### config.mk
export PLATFORM = sky130hd
export DESIGN_NAME = rx_frame_buffer
export DESIGN_NICKNAME = d
export VERILOG_FILES = /design/src/rtl/rxfb_pkg.sv /design/src/rtl/rxfb_rst_sync.sv /design/src/rtl/rxfb_data_store.sv /design/src/rtl/rxfb_desc_queue.sv /design/src/rtl/rxfb_read_ctrl.sv /design/src/rtl/rx_frame_buffer.sv
export SDC_FILE = /design/constraint.sdc
export NUM_CORES = 1
export LEC_CHECK = 0
export CORE_ASPECT_RATIO = 0.5
export CORE_MARGIN = 8
export CORE_UTILIZATION = 25
export DETAILED_ROUTE_END_ITERATION = 8
export SYNTH_ARGS = -nofsm -noshare
export SYNTH_HDL_FRONTEND = slang
export SYNTH_SLANG_ARGS = --single-unit
### constraint.sdc
create_clock -name clk -period 4.18 [get_ports clk]
set_input_delay 1.254 -clock clk [delete_from_list [all_inputs] [get_ports clk]]
set_output_delay 1.254 -clock clk [all_outputs]
set_load 0.05 [all_outputs]
### src/rtl/rxfb_pkg.sv
package rxfb_pkg;
  localparam int unsigned SRC_W = 48;
  typedef logic [SRC_W-1:0] src_addr_t;
endpackage

### src/rtl/rxfb_rst_sync.sv
module rxfb_rst_sync (
  input  logic clk,
  input  logic rst_n,
  output logic rst_sync_n
);
  logic [1:0] sr_q;

  always_ff @(posedge clk or negedge rst_n) begin
    if (!rst_n) sr_q <= 2'b00;
    else        sr_q <= {sr_q[0], 1'b1};
  end

  assign rst_sync_n = sr_q[1];
endmodule

### src/rtl/rxfb_data_store.sv
module rxfb_data_store #(
  parameter int unsigned DW    = 16,
  parameter int unsigned DEPTH = 64
) (
  input  logic                       clk,
  input  logic                       rst_n,
  input  logic                       wr_en,
  input  logic [DW-1:0]              wr_data,
  input  logic                       commit,
  input  logic                       rollback,
  input  logic                       rd_en,
  output logic [DW-1:0]              rd_data,
  output logic                       tent_full,
  output logic [$clog2(DEPTH):0]     frame_len,
  output logic [$clog2(DEPTH):0]     comm_count
);
  localparam int unsigned AW = $clog2(DEPTH);
  localparam int unsigned PW = AW + 1;

  logic [DW-1:0] mem [DEPTH];
  logic [PW-1:0] wp_t_q, wp_t_d;
  logic [PW-1:0] wp_c_q, wp_c_d;
  logic [PW-1:0] rp_q, rp_d;
  logic [PW-1:0] wr_inc;

  assign wr_inc = {{AW{1'b0}}, wr_en};

  always_comb begin
    wp_t_d = wp_t_q + wr_inc;
    if (rollback) wp_t_d = wp_c_q;
    wp_c_d = commit ? (wp_t_q + wr_inc) : wp_c_q;
    rp_d   = rp_q + {{AW{1'b0}}, rd_en};
  end

  always_ff @(posedge clk or negedge rst_n) begin
    if (!rst_n) begin
      wp_t_q <= '0;
      wp_c_q <= '0;
      rp_q   <= '0;
    end else begin
      wp_t_q <= wp_t_d;
      wp_c_q <= wp_c_d;
      rp_q   <= rp_d;
    end
  end

  always_ff @(posedge clk) begin
    if (wr_en) mem[wp_t_q[AW-1:0]] <= wr_data;
  end

  assign rd_data    = mem[rp_q[AW-1:0]];
  assign tent_full  = (wp_t_q - rp_q) == PW'(DEPTH);
  assign frame_len  = (wp_t_q - wp_c_q) + wr_inc;
  assign comm_count = wp_c_q - rp_q;


  rollback_keeps_commit_chk: assert property (@(posedge clk) disable iff (!rst_n)
    rollback |=> (wp_c_q == $past(wp_c_q)));


  no_write_when_full_chk: assert property (@(posedge clk) disable iff (!rst_n)
    wr_en |-> !tent_full);


  commit_rollback_excl_chk: assert property (@(posedge clk) disable iff (!rst_n)
    !(commit && rollback));
endmodule

### src/rtl/rxfb_desc_queue.sv
module rxfb_desc_queue #(
  parameter int unsigned W     = 55,
  parameter int unsigned DEPTH = 4
) (
  input  logic         clk,
  input  logic         rst_n,
  input  logic         push,
  input  logic [W-1:0] push_data,
  input  logic         pop,
  output logic [W-1:0] head,
  output logic         empty,
  output logic         full
);
  localparam int unsigned AW = (DEPTH > 1) ? $clog2(DEPTH) : 1;
  localparam int unsigned CW = $clog2(DEPTH + 1);

  logic [W-1:0]  slot [DEPTH];
  logic [AW-1:0] wr_q, wr_d, rd_q, rd_d;
  logic [CW-1:0] cnt_q, cnt_d;

  always_comb begin
    wr_d  = wr_q;
    rd_d  = rd_q;
    cnt_d = cnt_q;
    if (push) begin
      wr_d  = (wr_q == AW'(DEPTH - 1)) ? '0 : wr_q + 1'b1;
      cnt_d = cnt_d + 1'b1;
    end
    if (pop) begin
      rd_d  = (rd_q == AW'(DEPTH - 1)) ? '0 : rd_q + 1'b1;
      cnt_d = cnt_d - 1'b1;
    end
  end

  always_ff @(posedge clk or negedge rst_n) begin
    if (!rst_n) begin
      wr_q  <= '0;
      rd_q  <= '0;
      cnt_q <= '0;
    end else begin
      wr_q  <= wr_d;
      rd_q  <= rd_d;
      cnt_q <= cnt_d;
    end
  end

  always_ff @(posedge clk) begin
    if (push) slot[wr_q] <= push_data;
  end

  assign head  = slot[rd_q];
  assign empty = (cnt_q == '0);
  assign full  = (cnt_q == CW'(DEPTH));


  no_push_when_full_chk: assert property (@(posedge clk) disable iff (!rst_n)
    push |-> !full);


  no_pop_when_empty_chk: assert property (@(posedge clk) disable iff (!rst_n)
    pop |-> !empty);
endmodule

### src/rtl/rxfb_read_ctrl.sv
module rxfb_read_ctrl #(
  parameter int unsigned PW = 7
) (
  input  logic          clk,
  input  logic          rst_n,
  input  logic          desc_avail,
  input  logic [PW-1:0] head_len,
  input  logic          desc_pop,
  input  logic          pl_rd,
  output logic          desc_valid,
  output logic          pop_q,
  output logic          pl_valid,
  output logic          rd_adv
);
  logic [PW-1:0] remain_q, remain_d;

  assign desc_valid = desc_avail && (remain_q == '0);
  assign pop_q      = desc_pop && desc_valid;
  assign pl_valid   = (remain_q != '0);
  assign rd_adv     = pl_rd && pl_valid;

  always_comb begin
    remain_d = remain_q;
    if (pop_q)       remain_d = head_len;
    else if (rd_adv) remain_d = remain_q - 1'b1;
  end

  always_ff @(posedge clk or negedge rst_n) begin
    if (!rst_n) remain_q <= '0;
    else        remain_q <= remain_d;
  end


  pop_loads_chk: assert property (@(posedge clk) disable iff (!rst_n)
    pop_q |=> pl_valid);


  drain_end_chk: assert property (@(posedge clk) disable iff (!rst_n)
    $fell(pl_valid) |-> $past(rd_adv));
endmodule

### src/rtl/rx_frame_buffer.sv
module rx_frame_buffer
  import rxfb_pkg::*;
#(
  parameter int unsigned DW         = 16,
  parameter int unsigned DEPTH      = 64,
  parameter int unsigned DESC_DEPTH = 4,
  parameter int unsigned OVF_W      = 8
) (
  input  logic                   clk,
  input  logic                   rst_n,
  input  logic                   in_valid,
  input  logic [DW-1:0]          in_data,
  input  logic                   in_end,
  input  logic                   in_good,
  input  logic [SRC_W-1:0]       in_src,
  output logic                   desc_valid,
  output logic [$clog2(DEPTH):0] desc_len,
  output logic [SRC_W-1:0]       desc_src,
  input  logic                   desc_pop,
  output logic                   pl_valid,
  output logic [DW-1:0]          pl_data,
  input  logic                   pl_rd,
  output logic                   buf_empty,
  output logic [$clog2(DEPTH):0] buf_count,
  output logic [OVF_W-1:0]       ovf_count
);
  localparam int unsigned PW  = $clog2(DEPTH) + 1;
  localparam int unsigned DQW = PW + SRC_W;

  logic           rst_sync_n;
  logic           tent_full, wr_en, commit, rollback;
  logic           drop_now, want_keep, ovf_hit;
  logic [PW-1:0]  frame_len;
  logic           dq_empty, dq_full, pop_q, rd_adv;
  logic [DQW-1:0] dq_head;
  logic           frame_drop_q, frame_drop_d;
  logic [OVF_W-1:0] ovf_q, ovf_d;

  rxfb_rst_sync u_rst (
    .clk(clk), .rst_n(rst_n), .rst_sync_n(rst_sync_n)
  );

  assign wr_en     = in_valid && !frame_drop_q && !tent_full;
  assign drop_now  = frame_drop_q || (in_valid && tent_full);
  assign want_keep = in_end && in_good && !drop_now && (frame_len != '0);
  assign commit    = want_keep && !dq_full;
  assign rollback  = in_end && !commit;
  assign ovf_hit   = in_end && (drop_now || (want_keep && dq_full));

  always_comb begin
    frame_drop_d = in_end ? 1'b0 : drop_now;
    ovf_d        = (ovf_hit && !(&ovf_q)) ? ovf_q + 1'b1 : ovf_q;
  end

  always_ff @(posedge clk or negedge rst_sync_n) begin
    if (!rst_sync_n) begin
      frame_drop_q <= 1'b0;
      ovf_q        <= '0;
    end else begin
      frame_drop_q <= frame_drop_d;
      ovf_q        <= ovf_d;
    end
  end

  rxfb_data_store #(.DW(DW), .DEPTH(DEPTH)) u_store (
    .clk(clk), .rst_n(rst_sync_n),
    .wr_en(wr_en), .wr_data(in_data),
    .commit(commit), .rollback(rollback),
    .rd_en(rd_adv), .rd_data(pl_data),
    .tent_full(tent_full), .frame_len(frame_len), .comm_count(buf_count)
  );

  rxfb_desc_queue #(.W(DQW), .DEPTH(DESC_DEPTH)) u_desc (
    .clk(clk), .rst_n(rst_sync_n),
    .push(commit), .push_data({frame_len, in_src}),
    .pop(pop_q), .head(dq_head), .empty(dq_empty), .full(dq_full)
  );

  rxfb_read_ctrl #(.PW(PW)) u_rd (
    .clk(clk), .rst_n(rst_sync_n),
    .desc_avail(!dq_empty), .head_len(dq_head[DQW-1:SRC_W]),
    .desc_pop(desc_pop), .pl_rd(pl_rd),
    .desc_valid(desc_valid), .pop_q(pop_q), .pl_valid(pl_valid), .rd_adv(rd_adv)
  );

  assign desc_len  = dq_head[DQW-1:SRC_W];
  assign desc_src  = dq_head[SRC_W-1:0];
  assign buf_empty = (buf_count == '0);
  assign ovf_count = ovf_q;


  desc_cover_chk: assert property (@(posedge clk) disable iff (!rst_sync_n)
    desc_valid |-> (buf_count >= desc_len));


  count_rise_on_commit_chk: assert property (@(posedge clk) disable iff (!rst_sync_n)
    (buf_count > $past(buf_count)) |-> $past(commit));


  ovf_on_verdict_chk: assert property (@(posedge clk) disable iff (!rst_sync_n)
    (ovf_count != $past(ovf_count)) |-> $past(in_end));


  payload_backed_chk: assert property (@(posedge clk) disable iff (!rst_sync_n)
    pl_valid |-> !buf_empty);
endmodule

# ---- After elaboration in Yosys (flattened, before gate mapping)
# Memory sizes are Yosys's and may differ from the RTL's.
# Cells that the tools add are included.
dict set report op_classes {
  add_sub_neg 12
  eq_ne 4
  mux 12
  reduce_logical 30
}
# op count
set op_table {}
lappend op_table {{$add 7x1->7} 3}
lappend op_table {{$mux 7} 3}
lappend op_table {{$sub 7x7->7} 3}
lappend op_table {{$logic_and 1x1->1} 14}
lappend op_table {{$logic_not 7->1} 2}
lappend op_table {{$reduce_bool 7->1} 2}
lappend op_table {{$add 8x1->8 const B} 1}
lappend op_table {{$reduce_and 8->1} 1}
lappend op_table {{$eq 7x7->1 const B} 1}
lappend op_table {{$logic_not 1->1} 7}
lappend op_table {{$sub 7x1->7 const B} 1}
lappend op_table {{$mux 3} 2}
lappend op_table {{$mux 1} 5}
lappend op_table {{$add 2x1->2 const B} 2}
lappend op_table {{$eq 2x2->1 const B} 2}
lappend op_table {{$mux 2} 2}
lappend op_table {{$add 3x1->3 const B} 1}
lappend op_table {{$eq 3x3->1 const B} 1}
lappend op_table {{$logic_not 3->1} 1}
lappend op_table {{$sub 3x1->3 const B} 1}
lappend op_table {{$logic_or 1x1->1} 2}
lappend op_table {{$reduce_bool 2->1} 1}
dict set report totals {
  reg_bits 46
  mem_bits_rw 1244
  out_inout_bits 89
  memories 2
}
# memory depth width rd rd_clocked_by_memory_dff write_ports line
set mem_list {}
lappend mem_list {u_store.mem 64 16 1 0 1 rxfb_data_store.sv:20} ;# logic [DW-1:0] mem [DEPTH];
lappend mem_list {u_desc.slot 4 55 1 0 1 rxfb_desc_queue.sv:17} ;# logic [W-1:0] slot [DEPTH];

# ---- Longest topological paths before layout
# Gate-level depths: netlist of run 1.
dict set report logic_depth {
  depth_word 11
  depth_mapped 28
  ltp_nobuf 23
}

# ---- Modules after synthesis
# A second synthesis of run 1 with hierarchy kept.
dict set report hier_totals {
  cells_unflattened 2407
  hier_area_um2 50417.1
}
# module n_inst cells_each area_per_inst_um2 seq_area_each_um2
set by_module_without_submodules {}
lappend by_module_without_submodules {rxfb_data_store 1 1983 41016.8 31275.0}
lappend by_module_without_submodules {rxfb_desc_queue 1 328 8428.1 6781.5}
lappend by_module_without_submodules {rx_frame_buffer 1 51 503.0 225.2}
lappend by_module_without_submodules {rxfb_read_ctrl 1 42 415.4 175.2}
lappend by_module_without_submodules {rxfb_rst_sync 1 3 53.8 50.0}

# ---- Worst setup path before layout of run 1
# No wires, ideal clock.
dict set report synth_path {
  path_type {flip-flop to flip-flop}
  startpoint {register u_store.rp_q[5]}
  endpoint {memory u_desc.slot[0][0] (enable)}
  arrival_ns 7.283
  t_required_ns 3.712
  path_slack_ns -3.571
  stages_incl_launch_ff 23
  n_path_buf 3
  cell_sequence {dfrtp_1 > clkbuf_1 > clkbuf_1 > inv_1 > ha_1 > o21ai_0 > a21oi_1 > o41a_1 > or2_1 > a21oi_1 > inv_1 > ha_1 > inv_1 > ha_1 > fa_1 > a211oi_1 > o21ai_0 > a21oi_1 > xnor2_1 > or2_1 > nand3_4 > buf_6 > nor2_1}
}
dict set report synth_between {
  elab_chain_cells 10
  elab_cells_between_ends 14
  classes_between {add/sub (2); eq/ne (1); mux (2); reduce/logical (9)}
}
# item line
set synth_lines {}
lappend synth_lines {{start, declared} rxfb_data_store.sv:23} ;# logic [PW-1:0] rp_q, rp_d;
lappend synth_lines {{start signal, assigned} rxfb_data_store.sv:43} ;# rp_q <= rp_d;
lappend synth_lines {{$sub 7x7->7} rxfb_data_store.sv:52} ;# assign tent_full = (wp_t_q - rp_q) == PW'(DEPTH);
lappend synth_lines {{$eq 7x7->1} rxfb_data_store.sv:52}
lappend synth_lines {{$logic_not 1->1} rx_frame_buffer.sv:43} ;# assign wr_en = in_valid && !frame_drop_q && !tent_full;
lappend synth_lines {{$logic_and 1x1->1} rx_frame_buffer.sv:43}
lappend synth_lines {{$add 7x1->7} rxfb_data_store.sv:53} ;# assign frame_len = (wp_t_q - wp_c_q) + wr_inc;
lappend synth_lines {{named net frame_len[6]} rx_frame_buffer.sv:33} ;# logic [PW-1:0] frame_len;
lappend synth_lines {{$reduce_bool 7->1} rx_frame_buffer.sv:45} ;# assign want_keep = in_end && in_good && !drop_now && (frame_len != '0);
lappend synth_lines {{$logic_and 1x1->1} rx_frame_buffer.sv:45}
lappend synth_lines {{$logic_and 1x1->1} rx_frame_buffer.sv:46} ;# assign commit = want_keep && !dq_full;
lappend synth_lines {{$mux 1} rxfb_desc_queue.sv:48} ;# if (push) slot[wr_q] <= push_data;
lappend synth_lines {{$mux 1 (implied by the code)} rxfb_desc_queue.sv:48}
lappend synth_lines {{end, declared} rxfb_desc_queue.sv:17}
# The timed path passes the listed nets, and every way through them passes these cells.

# ---- Final worst setup path of run 1
dict set report layout_path {
  startpoint {register u_store.rp_q[1]}
  endpoint {register u_desc.cnt_q[2]}
}
dict set report layout_between {
  elab_chain_cells 11
  elab_cells_between_ends 15
  classes_between {add/sub (3); eq/ne (1); mux (2); reduce/logical (9)}
}
# item line
set layout_lines {}
lappend layout_lines {{$sub 7x7->7 (*)} rxfb_data_store.sv:52}
lappend layout_lines {{$eq 7x7->1 (*)} rxfb_data_store.sv:52}
lappend layout_lines {{$logic_not 1->1 (*)} rx_frame_buffer.sv:43}
lappend layout_lines {{$logic_and 1x1->1 (*)} rx_frame_buffer.sv:43}
lappend layout_lines {{$add 7x1->7 (*)} rxfb_data_store.sv:53}
lappend layout_lines {{named net frame_len[4]} rx_frame_buffer.sv:33}
lappend layout_lines {{$reduce_bool 7->1 (*)} rx_frame_buffer.sv:45}
lappend layout_lines {{$logic_and 1x1->1 (*)} rx_frame_buffer.sv:45}
lappend layout_lines {{$logic_and 1x1->1 (*)} rx_frame_buffer.sv:46}
lappend layout_lines {{$mux 3 (*)} rxfb_desc_queue.sv:25} ;# if (push) begin
lappend layout_lines {{$sub 3x1->3} rxfb_desc_queue.sv:31} ;# cnt_d = cnt_d - 1'b1;
lappend layout_lines {{$mux 3 (*)} rxfb_desc_queue.sv:29} ;# if (pop) begin
lappend layout_lines {{named net u_desc.cnt_d[2]} rxfb_desc_queue.sv:19} ;# logic [CW-1:0] cnt_q, cnt_d;
lappend layout_lines {{end signal, assigned} rxfb_desc_queue.sv:43} ;# cnt_q <= cnt_d;
lappend layout_lines {{end, declared} rxfb_desc_queue.sv:19}
# The timed path passes the listed nets; every way through them passes the cells marked *.
# A chain may end at the register's enable or synchronous reset.

==> flow_metrics.tcl, run 1 <==
set metrics [dict create \
    grt_pass1_wl_um 187000 \
    die_w_um 650 \
    setup_viol 267 \
    fin_crit_ns 5.17 \
    gr-total-overflow 0 \
    power_mw 45.2 \
    cap_viol_max_count 0 \
    dieArea_sq_um 216000 \
    core_area_sq_um 200000 \
    cp_num_buf_inv 3 \
    fin_util 0.311 \
    cp_max_fo 3 \
    nNetsFinal 2805 \
    crit_cells 23 \
    yosysWarnings 0 \
    synth-main-ff-cell "edfxtp_1" \
    critPathKind "reg2reg" \
    holdBufCountCts 0 \
    leakagePower_nw 20.1 \
    gp_congestion 0.773 \
    worstSetupEndpointType "flip-flop" \
    p_per_area_nw_per_um2 727 \
    crit_top_cell "ha_4" \
    required_ns 4.81 \
    critPathTopFamily "simple AND/OR/NAND/NOR gates" \
    ys_async_sr_fraction 0.0357 \
    synth_edf_count 1244 \
    hpwl_um 75600 \
    critPathSlowestCell "or4_4" \
    worst-slew-pin-transition_ns 1.29 \
    finalClockSkew_ns 0.0575 \
    cts_sinks 1290 \
    layout_common_cells "1244 x edfxtp_1, 343 x mux4_2, 197 x buf_4, 125 x clkbuf_16, 100 x nor2_1" \
    vias_per_cell 4.60 \
    critical_path_arrival_ns 5.80 \
    critPathLaunchType "flip-flop" \
    drt_pass1_iterations 6 \
    synthCells 2231 \
    worst_ir_drop_vdd_mv 0.539 \
    dpl_cell_area_sq_um 56400 \
    startpoint "u_store.rp_q[1]" \
    syn-cell-area_sq_um 50200 \
    portBuffers 159 \
    start_util 0.251 \
    area_growth_pct 23.9 \
    hp-class "reg2reg" \
    drt-initial-drc-count 2770 \
    synth_area_per_cell_sq_um 22.5 \
    cts_tree "built" \
    grt_max_degree 65 \
    worstPathCellList "inv_4 > ha_4 > nor2b_4 > o311a_1 > o41a_1 > or2_1 > a21oi_2 > inv_2 > ha_4 > inv_2 > ha_4 > fa_2 > a211oi_4 > nor2_1 > xor2_1 > or4_4 > or2_4 > nand3_4 > mux2i_1 > ha_1 > nand2_1 > xnor2_1 > xnor2_1" \
    synth.distinct_cells 61 \
    drc_errors 0 \
    rsz0062_at_grt "yes" \
    htreeDepth 3 \
    synth-seq-cells 1290 \
    final_layout_size_suffix_gt1_frac 0.324 \
    vias 25000 \
    clock_path_buffers 3 \
    antenna_found_initial 17 \
    ant_nets 0 \
    cts_buffers 119 \
    wirelength_um 131000 \
    drt-wirelength-per-cell_um 24.0 \
    slew_viol_final 0 \
    fin_area_sq_um 62200 \
    synth-seq-area-share 0.767 \
    place_worst_setup_slack_ns -1.17 \
    grt_pass1_vias 25600 \
    relSlewSlack 0.138 \
    setup_ws_ns -0.993 \
    failed_checks "setup timing" \
    ff2ff_path_depth 23 \
    status "complete, but fails checks" \
    clock-root-buffer "clkbuf_16" \
    period_share 1.24 \
    io_pins 160 \
    min_from "u_rst.sr_q[0]" \
    syn-num-nets 2342 \
    clk_latency_ns 0.72 \
    final_common_cell "edfxtp_1" \
    hold_depth 0 \
    clk_pin_slew_ns 0.07 \
    cpPeakStageDelay_ns 0.55 \
    hold_viol 0 \
    r2r-start "u_store.rp_q[1]" \
    fmax_ghz 0.193 \
    die_y_um 333 \
    grt_use_total 0.117 \
    core.rowCount 116 \
]
## path summary, 6_finish.rpt
path                                   endpoint  slack, ns
worst max-delay path            u_desc.cnt_q[2]      -0.99
worst min-delay path              u_rst.sr_q[1]       0.35
worst max register to register  u_desc.cnt_q[2]      -0.99
worst min register to register    u_rst.sr_q[1]       0.35
max in group asynchronous       u_store.rp_q[1]       2.94
min in group asynchronous          ovf_count[2]       0.45
## synthesized netlist by cell type, types with 9 or more instances
cell type,instances,share of area
o21ai_0,12,0.0012
xnor2_1,25,0.0044
buf_1,27,0.0020
edfxtp_1,1244,0.74
inv_1,35,0.0026
buf_2,28,0.0028
mux4_2,343,0.15
ha_1,38,0.0095
clkbuf_1,45,0.0034
dfrtp_1,46,0.023
xor2_1,9,0.0016
nor2_1,105,0.0079
o22ai_1,16,0.0020
a21oi_1,27,0.0027
nand3_1,14,0.0014
mux2i_1,65,0.013
o221ai_1,32,0.0056
nand2_1,20,0.0015
mux2_1,11,0.0025
## cell type report
class / instances / area (sq um)
Antenna cell: 8 / 20.0
Clock buffer: 143 / 3070
Clock inverter: 71 / 634
Fill cell: 19000 / 138000
Inverter: 36 / 153
Multi-Input combinational cell: 799 / 11300
Sequential cell: 1290 / 38500
Tap cell: 2655 / 3320
Timing Repair Buffer: 448 / 5140
## registers in the layout, summed over array words and instances (netlist names)
register and count:
u_rd.remain_q 7, ovf_count 8, u_desc.wr_q 2, u_store.mem 1024, u_desc.cnt_q 3, u_store.wp_c_q 7, u_store.rp_q 7, u_store.wp_t_q 7
u_desc.slot 220, frame_drop_q 1, u_desc.rd_q 2, u_rst.sr_q 2
## power by group
part	total (mW)	internal [mW]	switching, mW
Clock	10.4	5.67	4.77
Combinational	19.3	8.70	10.6
Sequential	15.5	15.2	0.372
Total	45.2	29.5	15.7
## layer usage
metal  up-vias  global-route usage  part of all wire
met5         -                   0                 0
met4         0              0.0342             0.029
met3       199              0.0206             0.067
met2       960               0.200              0.50
met1     13500               0.151              0.41
li1      10400                   -                 -
## through the flow
step | setup TNS, ns | hold WS, ns | cells
floorplan | -256.29 | 0.331 | 2231
global placement | -292.16 | 0.338 | 5133
detailed placement | -288.37 | 0.342 | 5133
CTS | -217.28 | 0.357 | 5424
global route | -273.16 | 0.368 | 5443
finish | -230.08 | 0.355 | 5450
## logic make-up (layout without fill, tap and decap cells)
logic type,Yosys count,in the layout,synth area share
AOI/OAI and AO/OA,118,118,0.0166
xor gates and xnor gates,35,35,0.00638
adders and majority gates,40,40,0.0103
buffers and inverters,142,698,0.0120
DFF,1290,1290,0.767
muxes,427,427,0.171
other,1,9,0.0000747
and+or+nand+nor,178,178,0.0163
## what timing repair did
action / CTS / global route
buffers inserted: 45 / 12
resized for setup: 169 / 31
cloned: 32 / 9
pin swaps: 27 / 5
setup endpoints to repair: 319 / 273
Power figures use the tool's default switching activity.
==> inputs of run 2 (changes only) <==
--- a/config.mk
+++ b/config.mk
@@ -9,6 +9,7 @@
 export CORE_MARGIN = 8
 export CORE_UTILIZATION = 25
 export DETAILED_ROUTE_END_ITERATION = 8
+export PLACE_DENSITY = 0.46
 export SYNTH_ARGS = -nofsm -noshare
 export SYNTH_HDL_FRONTEND = slang
 export SYNTH_SLANG_ARGS = --single-unit
==> run 2 against run 1 <==
Against the previous run: the flow still finishes with violations (setup timing); global-route usage up 0.55 points; critical path depth unchanged; first-iteration DRC count down 26%; setup slack better by 0.029 ns; power up 2.8%; count of clock-buffer cells in the layout up 31; largest cell class unchanged.
==> flow_metrics.tcl, run 2 (synthesis gave the netlist of run 1 again) <==
set metrics [dict create \
    fmax_ghz 0.194 \
    portBuffers 159 \
    start_util 0.251 \
    required_ns 4.69 \
    core.rowCount 116 \
    hpwl_um 80500 \
    p_clk_frac 0.248 \
    relSlewSlack 0.166 \
    holdBufCountCts 0 \
    fin_crit_ns 5.14 \
    nNetsFinal 2842 \
    nFillCells 19100 \
    cpPeakStageDelay_ns 0.50 \
    switchingPower_mw 16.3 \
    largest_reg_flops 1024 \
    cts_tree "built" \
    critPathKind "reg2reg" \
    grt_use_total 0.122 \
    fin_setup_tns_ns -239.39 \
    drt-initial-drc-count 2063 \
    antenna_found_initial 12 \
    grt_pass1_vias 25400 \
    worstPathCellList "inv_4 > ha_4 > nor2b_4 > o311a_1 > o41a_1 > or2_1 > a21oi_2 > inv_2 > ha_4 > inv_2 > ha_4 > fa_2 > a211oi_2 > nor2_1 > xor2_1 > or4_4 > or2_4 > nand3_4 > buf_4 > buf_12 > nor2_4 > buf_12 > buf_12" \
    clk_latency_ns 0.76 \
    cp_max_fo 14 \
    hold_depth 0 \
    io_pins 160 \
    area_growth_pct 26.0 \
    leakagePower_nw 20.6 \
    cts_sinks 1290 \
    crit_cells 23 \
    setup_ws_ns -0.964 \
    die_w_um 650 \
    dieArea_sq_um 216000 \
    cap_viol_max_count 0 \
    cp_num_buf_inv 7 \
    hp-class "reg2reg" \
    drc_errors 0 \
    setup_viol 267 \
    placedCellCount 5153 \
    r2r-start "u_store.rp_q[1]" \
    critPathSlowestCell "or4_4" \
    combPwrFrac 0.420 \
    layout.cells.non_filler 5495 \
    min_from "u_rst.sr_q[0]" \
    htreeDepth 4 \
    final_common_cell "edfxtp_1" \
    clock-root-buffer "clkbuf_16" \
    startpoint "u_store.rp_q[1]" \
    die_y_um 333 \
    wirelength_um 141000 \
    gr-total-overflow 0 \
    seq_power_share 0.332 \
    period_share 1.23 \
    swShare 0.350 \
    grt_max_degree 65 \
    worst-slew-pin-transition_ns 1.25 \
    grt_pass1_wl_um 192000 \
    finalClockSkew_ns 0.0351 \
    critical_path_arrival_ns 5.65 \
    critPathLaunchType "flip-flop" \
    worst_ir_drop_vdd_mv 0.649 \
    layout_common_cells "1244 x edfxtp_1, 343 x mux4_2, 201 x buf_4, 157 x clkbuf_16, 87 x clkdlybuf4s50_1" \
    vias_per_cell 4.53 \
    failed_checks "setup timing" \
    hold_viol 0 \
    drt_pass1_iterations 5 \
    ff2ff_path_depth 23 \
    status "complete, but fails checks" \
    final_layout_size_suffix_gt1_frac 0.337 \
    cts_buffers 133 \
    slew_viol_final 0 \
    clock_path_buffers 3 \
    worstSetupEndpointType "flip-flop" \
    gp_congestion 0.736 \
    p_int_mw 30.2 \
    vias 24900 \
    ant_nets 0 \
    timing.hold.ws_ns 0.368 \
    clk_pin_slew_ns 0.06 \
    p_per_area_nw_per_um2 736 \
    r2r_setup_slack_ns -0.96 \
    power_mw 46.5 \
    drt-wirelength-per-cell_um 25.7 \
    core_area_sq_um 200000 \
    critPathTopFamily "simple AND/OR/NAND/NOR gates" \
    rsz0062_at_grt "yes" \
]
[run 2: final timing paths]
kind | endpoint
setup / recovery | u_desc.slot[2][1]
hold / removal | u_rst.sr_q[1]
setup reg to reg | u_desc.slot[2][1]
hold reg to reg | u_rst.sr_q[1]
max in group asynchronous | u_desc.rd_q[0]
min in group asynchronous | ovf_count[0]
[run 2: metal layers]
metal / part of all wire / global-route usage
met1: 0.44 / 0.162
met2: 0.48 / 0.204
met5: 0.00019 / 0
met3: 0.054 / 0.0263
met4: 0.019 / 0.0309
[run 2: cell type report]
type,instances,area (sq um),area share
inverters,36,153,0.00241
multi-input cells,799,11400,0.181
repair buffers,471,5600,0.0886
well taps,2655,3320,0.0525
diodes,4,10.0,0.000158
clock inverters,66,669,0.0106
clock buffers,174,3500,0.0554
flip-flops and latches,1290,38500,0.609
[run 2: through the flow]
stage	util	instance area [sq um]	setup slack [ns]
final	0.317	63200	-0.964
after global routing	0.316	63200	-1.16
after CTS	0.308	61600	-1.00
after detailed placement	0.284	56800	-1.07
after global placement	0.284	56800	-1.11
after floorplan	-	50400	-1.11
[run 2: power groups by stage]
stage | Combinational [mW] | Sequential, mW | Clock, mW
2_1_floorplan | 10.3 | 15.7 | 0
3_3_place_gp | 17.1 | 15.7 | 0
3_5_place_dp | 17.1 | 15.8 | 0
4_1_cts | 17.9 | 15.5 | 11.9
5_1_grt | 20.5 | 15.5 | 12.3
6_report | 19.5 | 15.5 | 11.5
[run 2: worst register-to-register path, cell delays in order, from the launching register on]
cell	delay, ns
dfrtp_4	0.49
inv_4	0.07
ha_4	0.19
nor2b_4	0.12
o311a_1	0.30
o41a_1	0.33
or2_1	0.24
a21oi_2	0.20
inv_2	0.07
ha_4	0.26
inv_2	0.04
ha_4	0.16
fa_2	0.38
a211oi_2	0.29
nor2_1	0.10
xor2_1	0.18
or4_4	0.50
or2_4	0.26
nand3_4	0.07
buf_4	0.14
buf_12	0.13
nor2_4	0.07
buf_12	0.14
buf_12	0.15
[run 2: timing repair]
| item | in CTS | in global routing |
|---|---|---|
| gates cloned | 14 | 31 |
| pin swaps | 3 | 26 |
| gates resized for setup | 30 | 119 |
| buffers inserted | 8 | 46 |
| endpoints found under the setup margin | 320 | 324 |
